--- src/rtl/mover_pkg.sv ---
`timescale 1ns/1ps
// Shared types and constants for the alternate-byte move sequencer.
// Assumes 8-bit transfers and a 32-bit register file.
package mover_pkg;

    localparam int DATA_W     = 32;
    localparam int BYTE_W     = 8;
    localparam int WORD_BYTES = 2;
    localparam int LONG_BYTES = 4;

    localparam logic [15:0] OPC_MASK    = 16'hF1F8;
    localparam logic [15:0] OPC_LOAD_W  = 16'h0108;
    localparam logic [15:0] OPC_LOAD_L  = 16'h0148;
    localparam logic [15:0] OPC_STORE_W = 16'h0188;
    localparam logic [15:0] OPC_STORE_L = 16'h01C8;

    typedef enum logic [1:0] {
        ST_IDLE,
        ST_PRE,
        ST_XFER,
        ST_POST
    } mv_state_e;

    typedef struct packed {
        logic       legal;
        logic       to_mem;
        logic       is_long;
        logic [2:0] dreg;
    } mv_decode_t;

endpackage

--- src/rtl/mover_decode.sv ---
`timescale 1ns/1ps
// Opcode decoder: matches the four move patterns under one shared mask
// and pulls out direction, size and data register number.
// Purely combinational; assumes the opcode is stable while it is sampled.
module mover_decode
    import mover_pkg::*;
(
    input  logic [15:0] opcode,
    output mv_decode_t  dec
);

    // Pattern match and field extraction
    always_comb begin
        dec        = '0;
        dec.dreg   = opcode[11:9];
        unique case (opcode & OPC_MASK)
            OPC_LOAD_W:  begin dec.legal = 1'b1; dec.to_mem = 1'b0; dec.is_long = 1'b0; end
            OPC_LOAD_L:  begin dec.legal = 1'b1; dec.to_mem = 1'b0; dec.is_long = 1'b1; end
            OPC_STORE_W: begin dec.legal = 1'b1; dec.to_mem = 1'b1; dec.is_long = 1'b0; end
            OPC_STORE_L: begin dec.legal = 1'b1; dec.to_mem = 1'b1; dec.is_long = 1'b1; end
            default:     dec.legal = 1'b0;
        endcase
    end

endmodule

--- src/rtl/mover_ctrl.sv ---
`timescale 1ns/1ps
// Sequencer control: idle slot, byte transfers, idle slot, then a done pulse.
// Latches the decoded fields at launch so that later inputs have no effect.
// Assumes mem_ack is only meaningful while a request is raised.
module mover_ctrl
    import mover_pkg::*;
(
    input  logic       clk,
    input  logic       rst_n,
    input  logic       start,
    input  mv_decode_t dec,
    input  logic       mem_ack,
    output logic       launch,
    output logic       advance,
    output logic       busy,
    output logic       done,
    output logic       illegal,
    output logic       req,
    output logic       to_mem_q,
    output logic       long_q,
    output logic [2:0] dreg_q
);

    localparam int CNT_W = $clog2(LONG_BYTES);

    mv_state_e        state_q;
    logic [CNT_W-1:0] cnt_q;
    logic             last;

    // Launch, advance and last-byte conditions
    always_comb begin
        launch  = (state_q == ST_IDLE) && start && dec.legal;
        advance = (state_q == ST_XFER) && mem_ack;
        last    = (cnt_q == (long_q ? CNT_W'(LONG_BYTES - 1) : CNT_W'(WORD_BYTES - 1)));
    end

    // State, transfer count and latched operation fields
    always_ff @(posedge clk) begin
        if (!rst_n) begin
            state_q  <= ST_IDLE;
            cnt_q    <= '0;
            to_mem_q <= 1'b0;
            long_q   <= 1'b0;
            dreg_q   <= '0;
            illegal  <= 1'b0;
        end else begin
            illegal <= (state_q == ST_IDLE) && start && !dec.legal;
            unique case (state_q)
                ST_IDLE: if (launch) begin
                    state_q  <= ST_PRE;
                    cnt_q    <= '0;
                    to_mem_q <= dec.to_mem;
                    long_q   <= dec.is_long;
                    dreg_q   <= dec.dreg;
                end
                ST_PRE:  state_q <= ST_XFER;
                ST_XFER: if (advance) begin
                    if (last) state_q <= ST_POST;
                    else      cnt_q   <= cnt_q + 1'b1;
                end
                ST_POST: state_q <= ST_IDLE;
                default: state_q <= ST_IDLE;
            endcase
        end
    end

    // Status and request outputs decoded from the state
    always_comb begin
        busy = (state_q != ST_IDLE);
        done = (state_q == ST_POST);
        req  = (state_q == ST_XFER);
    end

endmodule

--- src/rtl/mover_datapath.sv ---
`timescale 1ns/1ps
// Datapath: start address, address stepping, big-endian byte split for
// stores and byte gathering for loads. Assumes ADDR_W >= 16.
module mover_datapath
    import mover_pkg::*;
#(
    parameter int ADDR_W = 32,
    parameter int STRIDE = 2
) (
    input  logic              clk,
    input  logic              rst_n,
    input  logic              launch,
    input  logic              advance,
    input  logic              is_long,
    input  logic              long_q,
    input  logic [DATA_W-1:0] dreg_val,
    input  logic [ADDR_W-1:0] areg_val,
    input  logic [15:0]       disp,
    input  logic [BYTE_W-1:0] rdata,
    output logic [ADDR_W-1:0] addr,
    output logic [BYTE_W-1:0] wdata,
    output logic [DATA_W-1:0] result
);

    localparam int HALF_W = DATA_W / 2;

    logic [ADDR_W-1:0] addr_q;
    logic [DATA_W-1:0] shift_q;
    logic [DATA_W-1:0] acc_q;
    logic [HALF_W-1:0] keep_hi_q;

    // Address, outgoing byte shifter and incoming byte accumulator
    always_ff @(posedge clk) begin
        if (!rst_n) begin
            addr_q    <= '0;
            shift_q   <= '0;
            acc_q     <= '0;
            keep_hi_q <= '0;
        end else if (launch) begin
            addr_q    <= areg_val + {{(ADDR_W-16){disp[15]}}, disp};
            shift_q   <= is_long ? dreg_val : {dreg_val[HALF_W-1:0], {HALF_W{1'b0}}};
            acc_q     <= '0;
            keep_hi_q <= dreg_val[DATA_W-1:HALF_W];
        end else if (advance) begin
            addr_q  <= addr_q + ADDR_W'(STRIDE);
            shift_q <= {shift_q[DATA_W-BYTE_W-1:0], {BYTE_W{1'b0}}};
            acc_q   <= {acc_q[DATA_W-BYTE_W-1:0], rdata};
        end
    end

    // Bus-facing values and the merged register result
    always_comb begin
        addr   = addr_q;
        wdata  = shift_q[DATA_W-1 -: BYTE_W];
        result = long_q ? acc_q : {keep_hi_q, acc_q[HALF_W-1:0]};
    end

endmodule

--- src/rtl/alt_byte_mover.sv ---
`timescale 1ns/1ps
// Top of the alternate-byte move sequencer. Moves a data register to or
// from every other byte address over a request/acknowledge port.
// Assumes the caller supplies the operand values named by dreg_num and
// areg_num in the cycle that start is high.
module alt_byte_mover
    import mover_pkg::*;
#(
    parameter int ADDR_W = 32,
    parameter int STRIDE = 2
) (
    input  logic              clk,
    input  logic              rst_n,
    input  logic              start,
    input  logic [15:0]       opcode,
    output logic [2:0]        dreg_num,
    output logic [2:0]        areg_num,
    input  logic [31:0]       dreg_val,
    input  logic [ADDR_W-1:0] areg_val,
    input  logic [15:0]       disp,
    output logic              busy,
    output logic              done,
    output logic              illegal,
    output logic              mem_req,
    output logic              mem_we,
    output logic [ADDR_W-1:0] mem_addr,
    output logic [7:0]        mem_wdata,
    input  logic              mem_ack,
    input  logic [7:0]        mem_rdata,
    output logic              rf_we,
    output logic [2:0]        rf_idx,
    output logic [31:0]       rf_wdata
);

    mv_decode_t dec;
    logic       launch;
    logic       advance;
    logic       req;
    logic       to_mem_q;
    logic       long_q;
    logic [2:0] dreg_q;

    mover_decode u_dec (
        .opcode (opcode),
        .dec    (dec)
    );

    mover_ctrl u_ctrl (
        .clk      (clk),
        .rst_n    (rst_n),
        .start    (start),
        .dec      (dec),
        .mem_ack  (mem_ack),
        .launch   (launch),
        .advance  (advance),
        .busy     (busy),
        .done     (done),
        .illegal  (illegal),
        .req      (req),
        .to_mem_q (to_mem_q),
        .long_q   (long_q),
        .dreg_q   (dreg_q)
    );

    mover_datapath #(
        .ADDR_W (ADDR_W),
        .STRIDE (STRIDE)
    ) u_dp (
        .clk      (clk),
        .rst_n    (rst_n),
        .launch   (launch),
        .advance  (advance),
        .is_long  (dec.is_long),
        .long_q   (long_q),
        .dreg_val (dreg_val),
        .areg_val (areg_val),
        .disp     (disp),
        .rdata    (mem_rdata),
        .addr     (mem_addr),
        .wdata    (mem_wdata),
        .result   (rf_wdata)
    );

    // Port-level glue: register numbers, bus direction and write-back
    always_comb begin
        dreg_num = dec.dreg;
        areg_num = opcode[2:0];
        mem_req  = req;
        mem_we   = req && to_mem_q;
        rf_we    = done && !to_mem_q;
        rf_idx   = dreg_q;
    end

endmodule

--- config.mk ---
export PLATFORM = sky130hd
export DESIGN_NAME = alt_byte_mover
export DESIGN_NICKNAME = d
export VERILOG_FILES = /design/src/rtl/mover_pkg.sv /design/src/rtl/mover_decode.sv /design/src/rtl/mover_ctrl.sv /design/src/rtl/mover_datapath.sv /design/src/rtl/alt_byte_mover.sv
export SDC_FILE = /design/constraint.sdc
export NUM_CORES = 1
export LEC_CHECK = 0
export BUFFER_PORTS_ARGS = -buffer_cell sky130_fd_sc_hd__buf_2
export CELL_PAD_IN_SITES_DETAIL_PLACEMENT = 2
export CELL_PAD_IN_SITES_GLOBAL_PLACEMENT = 2
export CORE_MARGIN = 2
export CORE_UTILIZATION = 32
export DETAILED_ROUTE_END_ITERATION = 12
export HOLD_SLACK_MARGIN = 0.05
export PLACE_DENSITY_LB_ADDON = 0.08
export SKIP_LAST_GASP = 1
export SLEW_MARGIN = 20
export SYNTH_ARGS = -nofsm -noshare
export SYNTH_HDL_FRONTEND = slang
export SYNTH_SLANG_ARGS = --single-unit
--- constraint.sdc ---
create_clock -name clk -period 4.28 [get_ports clk]
set_clock_uncertainty 0.15 [all_clocks]
set_input_delay 0.214 -clock clk [delete_from_list [all_inputs] [get_ports clk]]
set_output_delay 0.214 -clock clk [all_outputs]
set_load 0.05 [all_outputs]
==> results of run 1 <==
stage by stage:
| stage | instance area [sq um] | utilization | power (mW) |
|---|---|---|---|
| after floorplan | 7482 | - | 1.473 |
| after global placement | 8387 | 0.3682 | 1.617 |
| after detailed placement | 8387 | 0.3682 | 1.621 |
| after CTS | 9470 | 0.4158 | 3.115 |
| after global routing | 9470 | 0.4158 | 3.224 |
| final | 9470 | 0.4158 | 3.088 |
area by class of cell:
cell class                 instances  area (sq um)
timing repair buffer             244          1484
sequential                       122          2442
multi-input combinational        735          4507
clock inverter                    15         167.7
clock buffer                      17         425.4
fill                            2656         13310
inverter                          14         52.55
tap                              313         391.6
synthesized netlist by cell type (4+ instances only):
cell type | count | share of area
o21a_1 | 6 | 0.0060
ha_1 | 36 | 0.060
a21o_1 | 13 | 0.013
o21bai_1 | 6 | 0.0060
dfxtp_1 | 122 | 0.33
a31oi_1 | 11 | 0.0092
nand2_1 | 199 | 0.10
a311oi_1 | 13 | 0.015
xnor2_1 | 22 | 0.026
mux2_2 | 16 | 0.024
and2_1 | 6 | 0.0050
and3_1 | 17 | 0.014
nor3_1 | 11 | 0.0074
a211oi_1 | 29 | 0.029
buf_4 | 32 | 0.032
inv_1 | 14 | 0.0070
buf_2 | 13 | 0.0087
nor2_1 | 42 | 0.021
and4_1 | 4 | 0.0047
o21ai_0 | 22 | 0.015
o22ai_1 | 10 | 0.0084
nand4_1 | 17 | 0.014
a21oi_1 | 112 | 0.075
xor2_1 | 30 | 0.035
nor2b_1 | 16 | 0.013
clkbuf_1 | 45 | 0.023
nand3_1 | 43 | 0.029
sequential cells by signal, indices dropped and copies added, names as in the netlist:
name,flops
u_dp.keep_hi_q,16
u_dp.addr,32
u_dp.shift_q,32
u_ctrl.cnt_q,2
u_ctrl.to_mem_q,1
u_ctrl.dreg_q,3
u_ctrl.illegal,1
u_dp.acc_q,32
u_ctrl.long_q,1
u_ctrl.state_q,2
repair_timing:
action / in CTS / in global routing
hold endpoints to repair: 52 / 0
buffers inserted: 0 / 0
resized for setup: 0 / 0
hold buffers: 49 / 0
endpoints found under the setup margin: 0 / 0
worst max-delay path, cell delays in order:
cell           delay, ns
dlygate4sd3_1       0.54
buf_2               0.13
ha_1                0.23
fa_1                0.45
a211o_1             0.35
a21oi_2             0.24
o31a_1              0.26
a2111oi_2           0.10
nor3_1              0.39
and3_1              0.22
o22ai_1             0.07
layer usage:
metal / global-route usage / vias up
met3: 0.03497 / 25
met5: 0 / -
met1: 0.2881 / 3690
li1: - / 3722
met4: 0.06204 / 0
met2: 0.3977 / 152
where the power goes:
part | total, mW | leakage [nW] | internal, mW | switching, mW
registers | 1.14 | 0.983 | 1.14 | 0.00329
logic | 0.490 | 2.59 | 0.199 | 0.292
clock network | 1.45 | 0.285 | 0.869 | 0.586
cell families after synthesis:
kind of cell / Yosys count / synth area share
AO/OA/AOI/OAI: 256 / 0.2206
XOR/XNOR: 52 / 0.06087
adder cells (fa/ha/maj): 37 / 0.06288
buffers and inverters: 108 / 0.07358
flip-flops: 122 / 0.3264
multiplexers: 18 / 0.02676
AND/OR/NAND/NOR: 372 / 0.2289
worst max-delay path by stage:
stage | start | to | slack (ns) | cells past startpoint
final | disp[0] | u_dp.addr[30]$_SDFFE_PN0P_ | 1.21 | 11
after global routing | disp[0] | u_dp.addr[30]$_SDFFE_PN0P_ | 1.06 | 11
after CTS | disp[0] | u_dp.addr[30]$_SDFFE_PN0P_ | 1.22 | 11
after detailed placement | opcode[4] | u_dp.acc_q[28]$_SDFFE_PP0P_ | 1.31 | 7
after global placement | opcode[4] | u_dp.acc_q[1]$_SDFFE_PP0P_ | 1.34 | 7
after floorplan | u_ctrl.state_q[0]$_SDFFE_PN0P_ | u_dp.addr[14]$_SDFFE_PN0P_ | 1.61 | 11
==> impl_metrics.env, run 1 <==
export IMPL_nets=1279
export IMPL_stdcell_count=1460
export IMPL_ys_types=68
export IMPL_synth_ff_type="dfxtp_1"
export IMPL_first_iter_violations=232
export IMPL_dp_slack_ns=1.307
export IMPL_yosys_warnings=0
export IMPL_synth_cell_area_sq_um=7482
export IMPL_cts_root_buffer="clkbuf_16"
export IMPL_mostFrequentLayoutCells="nand2_1 (198), buf_2 (188), dfxtp_1 (122)"
export IMPL_min_from="opcode[5]"
export IMPL_rsz0062_at_grt="no"
export IMPL_synth_seq_area_share=0.3264
export IMPL_grt_ovfl_total=0
export IMPL_max_slew_margin=0.3902
export IMPL_cts_made_buffers=17
export IMPL_setup_viol=0
export IMPL_drc=0
export IMPL_grt_pass1_wl_mm=44.27
export IMPL_arrival_ns=3.21
export IMPL_dieArea_sq_um=24620
export IMPL_ant_nets=0
export IMPL_synth_edf_count=0
export IMPL_start_util=0.3285
export IMPL_tightestPinTransition_ns=0.9115
export IMPL_dp_cells=1379
export IMPL_critical_path_class="in -> reg"
export IMPL_critPathLaunchType="primary input"
export IMPL_critPathCaptureType="flop"
export IMPL_io_pins=195
export IMPL_syn_num_nets=1110
export IMPL_cp_max_fo=4
export IMPL_final_common_cell="nand2_1"
export IMPL_htreeDepth=4
export IMPL_cts_buffer_depth=2
export IMPL_track_usage=0.2266
export IMPL_cts_sinks=122
export IMPL_min_path_type="in -> reg"
export IMPL_fin_crit_sh=0.7162
export IMPL_setup_ws_ns=1.215
export IMPL_max_freq_mhz=326.2
export IMPL_grt_max_degree=61
export IMPL_hold_slack_ns=0.1535
export IMPL_hold_viol_final=0
export IMPL_fin_tns_setup_ns=0
export IMPL_reg2reg_from="u_ctrl.state_q[0]$_SDFFE_PN0P_"
export IMPL_wl_mm=27.52
export IMPL_io_buffers=188
export IMPL_avgSynthCellArea_sq_um=7.754
export IMPL_post_drt_wl_per_cell_microns=18.85
export IMPL_dr_max_layer_used="met4"
export IMPL_vias_per_cell=5.198
export IMPL_layout_drive_gt1_share=0.2319
export IMPL_gp_congestion=0.7964
export IMPL_core_sq_um=22780
export IMPL_diodes=0
export IMPL_final_min_clock_period_ns=3.065
export IMPL_r2r_end="u_dp.addr[25]$_SDFFE_PN0P_"
export IMPL_synth_seq_cells=122
export IMPL_cts_tree="yes"
export IMPL_whs_path_depth=3
export IMPL_firstDrtPassIters=4
export IMPL_synth_cells=965
export IMPL_holdPathEnd="u_ctrl.illegal$_SDFF_PN0_"
export IMPL_maxCapViolations=0
export IMPL_antenna_found_initial=0
export IMPL_areaGrowthSynthToFinish_pct=26.57
export IMPL_place_hpwl_mm=19.04
export IMPL_total_leakage_power_nw=3.856
export IMPL_wl_met1_mm=12.54
export IMPL_p_per_area_nw_per_um2=326.0
export IMPL_wl_met2_mm=13.51
export IMPL_dieWidth_microns=156.9
export IMPL_std_cell_rows=55
export IMPL_grt_pass1_vias=8195
export IMPL_r2r_slack_ns=1.41
export IMPL_vdd_drop_max_mv=0.2379
export IMPL_clk_pin_slew_ns=0.06
export IMPL_status="finished, final reports clean"
export IMPL_synthArstFlopShare=0
export IMPL_die_h_microns=156.9
export IMPL_vias=7589
export IMPL_slew_violations=0
export IMPL_worstRegToRegCells=9
export IMPL_required_ns=4.42
export IMPL_wl_met3_mm=1.059
export IMPL_insertion_delay_ns=0.42
Power figures use the tool's default switching activity.
==> run 2: changes to the inputs <==
- CORE_UTILIZATION: 32 -> 27
- clock period: 4.28 -> 2.7 ns (I/O delays scaled with it)
==> run 2 against run 1 <==
Routed wire length is 1.7% higher; core utilization is 4.8 points lower; sequential share of layout area fell by 1.3 points; largest cell class unchanged; flip-flop and latch count did not move; critical endpoint is now u_dp.shift_q[6]$_SDFFE_PN0P_; final area is 5.3% higher; critical path type is now reg -> reg.
==> impl_metrics.env, run 2 (synthesis gave the netlist of run 1 again) <==
export IMPL_status="finished, final reports clean"
export IMPL_io_pins=195
export IMPL_ant_nets=0
export IMPL_post_dp_cell_area_sq_um=8813
export IMPL_crit_buf_inv=3
export IMPL_vdd_drop_max_mv=0.3581
export IMPL_min_path_type="in -> reg"
export IMPL_comb_power_share=0.169
export IMPL_areaGrowthSynthToFinish_pct=33.28
export IMPL_cts_sinks=122
export IMPL_final_common_cell="nand2_1"
export IMPL_switching_share=0.2898
export IMPL_grt_use_met2=0.3611
export IMPL_max_slew_margin=0.5032
export IMPL_gp_congestion=0.7933
export IMPL_vias=7667
export IMPL_critPathLaunchType="flop"
export IMPL_final_cell_area_sq_um=9972
export IMPL_layout_drive_gt1_share=0.2580
export IMPL_start_util=0.2761
export IMPL_first_iter_violations=270
export IMPL_mostFrequentLayoutCells="nand2_1 (198), buf_2 (188), dfxtp_1 (122)"
export IMPL_final_util=0.3680
export IMPL_grt_max_degree=65
export IMPL_p_sw_mw=1.458
export IMPL_use_met3=0.02512
export IMPL_grt_pass1_vias=8241
export IMPL_fin_crit_sh=0.9192
export IMPL_clk_pin_slew_ns=0.06
export IMPL_place_hpwl_mm=20.26
export IMPL_cts_made_buffers=17
export IMPL_power_share_sequential=0.360
export IMPL_required_ns=2.90
export IMPL_rsz0062_at_grt="no"
export IMPL_antenna_found_initial=0
export IMPL_cp_slowest_cell="dlygate4sd3_1"
export IMPL_slowest_delay_ns=0.62
export IMPL_track_usage=0.1972
export IMPL_p_per_area_nw_per_um2=504.7
export IMPL_slew_violations=0
export IMPL_die_h_microns=170.5
export IMPL_core_sq_um=27100
export IMPL_critPathCaptureType="flop"
export IMPL_cts_root_buffer="clkbuf_16"
export IMPL_clockPowerShare=0.471
export IMPL_grt_ovfl_total=0
export IMPL_internal_power_mw=3.574
export IMPL_stdcell_count=1566
export IMPL_arrival_ns=2.68
export IMPL_drc=0
export IMPL_total_leakage_power_nw=4.098
export IMPL_final_min_clock_period_ns=2.482
export IMPL_io_buffers=188
export IMPL_setup_viol=0
export IMPL_cts_buffer_depth=2
export IMPL_maxCapViolations=0
export IMPL_hold_viol_final=0
export IMPL_cp_max_fo=50
export IMPL_std_cell_rows=60
export IMPL_insertion_delay_ns=0.42
export IMPL_cp_top_family="buffers and inverters"
export IMPL_cp_cell_sequence="inv_1 -> ha_1 -> and3_2 -> buf_12 -> nand3_1 -> dlygate4sd3_1 -> a21oi_1"
export IMPL_diodes=0
export IMPL_setup_ws_ns=0.2181
export IMPL_htreeDepth=4
export IMPL_grt_pass1_wl_mm=45.06
export IMPL_vias_per_cell=4.896
export IMPL_dieWidth_microns=170.5
export IMPL_critical_path_class="reg -> reg"
export IMPL_post_drt_wl_per_cell_microns=17.88
export IMPL_dieArea_sq_um=29060
export IMPL_wl_mm=28.00
export IMPL_max_freq_mhz=402.9
export IMPL_top_usage_layer="met2"
export IMPL_dp_slack_ns=-0.06402
export IMPL_postCtsSetupBuffers=0
export IMPL_cts_tree="yes"
export IMPL_tightestPinTransition_ns=0.7374
export IMPL_dp_cells=1480
export IMPL_fin_tns_setup_ns=0
export IMPL_firstDrtPassIters=4
export IMPL_grt_use_met1=0.2446
export IMPL_nets=1326
==> run 2: cell types whose count changed in the layout (fill, tap and decap cells not counted), moves of 2 or more <==
| cell | change |
|---|---|
| dlygate4sd3_1 | +5 |
| inv_8 | +3 |
| buf_12 | +4 |
| buf_4 | +38 |
| clkinv_4 | -2 |
==> run 2: worst paths after layout <==
path / startpoint / end / slack (ns) / cells past startpoint
max reg2reg: u_ctrl.state_q[0]$_SDFFE_PN0P_ / u_dp.shift_q[6]$_SDFFE_PN0P_ / 0.22 / 7
max: u_ctrl.state_q[0]$_SDFFE_PN0P_ / u_dp.shift_q[6]$_SDFFE_PN0P_ / 0.22 / 7
min reg2reg: u_ctrl.dreg_q[0]$_SDFFE_PN0P_ / u_ctrl.dreg_q[0]$_SDFFE_PN0P_ / 0.31 / 2
min: areg_val[29] / u_dp.addr[29]$_SDFFE_PN0P_ / 0.07 / 4
==> run 2: through the flow <==
stage | hold slack [ns] | total power, mW
2_1_floorplan | 0.1109 | 2.336
3_3_place_gp | 0.1204 | 2.638
3_5_place_dp | 0.1204 | 2.646
4_1_cts | 0.05178 | 5.124
5_1_grt | 0.1034 | 5.281
6_report | 0.07124 | 5.033
==> run 2: repair_timing <==
| action | CTS | global route |
|---|---|---|
| gates resized for setup | 0 | 4 |
| hold buffers | 54 | 0 |
| endpoints found under the hold margin | 72 | 0 |
| setup endpoints to repair | 0 | 4 |
==> run 2: worst reg2reg max path, delay by kind of cell (launching register included) <==
kind | cells | cell delay (ns)
adders and majority gates | 1 | 0.31
and+or+nand+nor | 2 | 0.49
DFF | 1 | 0.32
buffers and inverters | 3 | 0.99
AOI/OAI and AO/OA | 1 | 0.14
==> run 2: metal layers <==
layer	part of all wire	up-vias
met3	0.025	21
met1	0.45	3691
met5	0	-
met2	0.51	130
met4	0.012	0
li1	-	3825
==> run 2: final cells by class <==
cell class                 count  area, sq um
fill                        3169        17130
timing repair buffer         291         1899
multi-input combinational    735         4507
inverter                      14        52.55
clock buffer                  17        425.4
clock inverter                15        180.2
sequential                   122         2442
tap                          372        465.4
==> run 2: power by group through the flow <==
stage | combinational [mW] | clock [mW] | sequential, mW
final | 0.849 | 2.37 | 1.81
after floorplan | 0.477 | 0 | 1.86
after global placement | 0.787 | 0 | 1.85
after detailed placement | 0.795 | 0 | 1.85
after global routing | 0.943 | 2.53 | 1.81
after CTS | 0.859 | 2.45 | 1.81
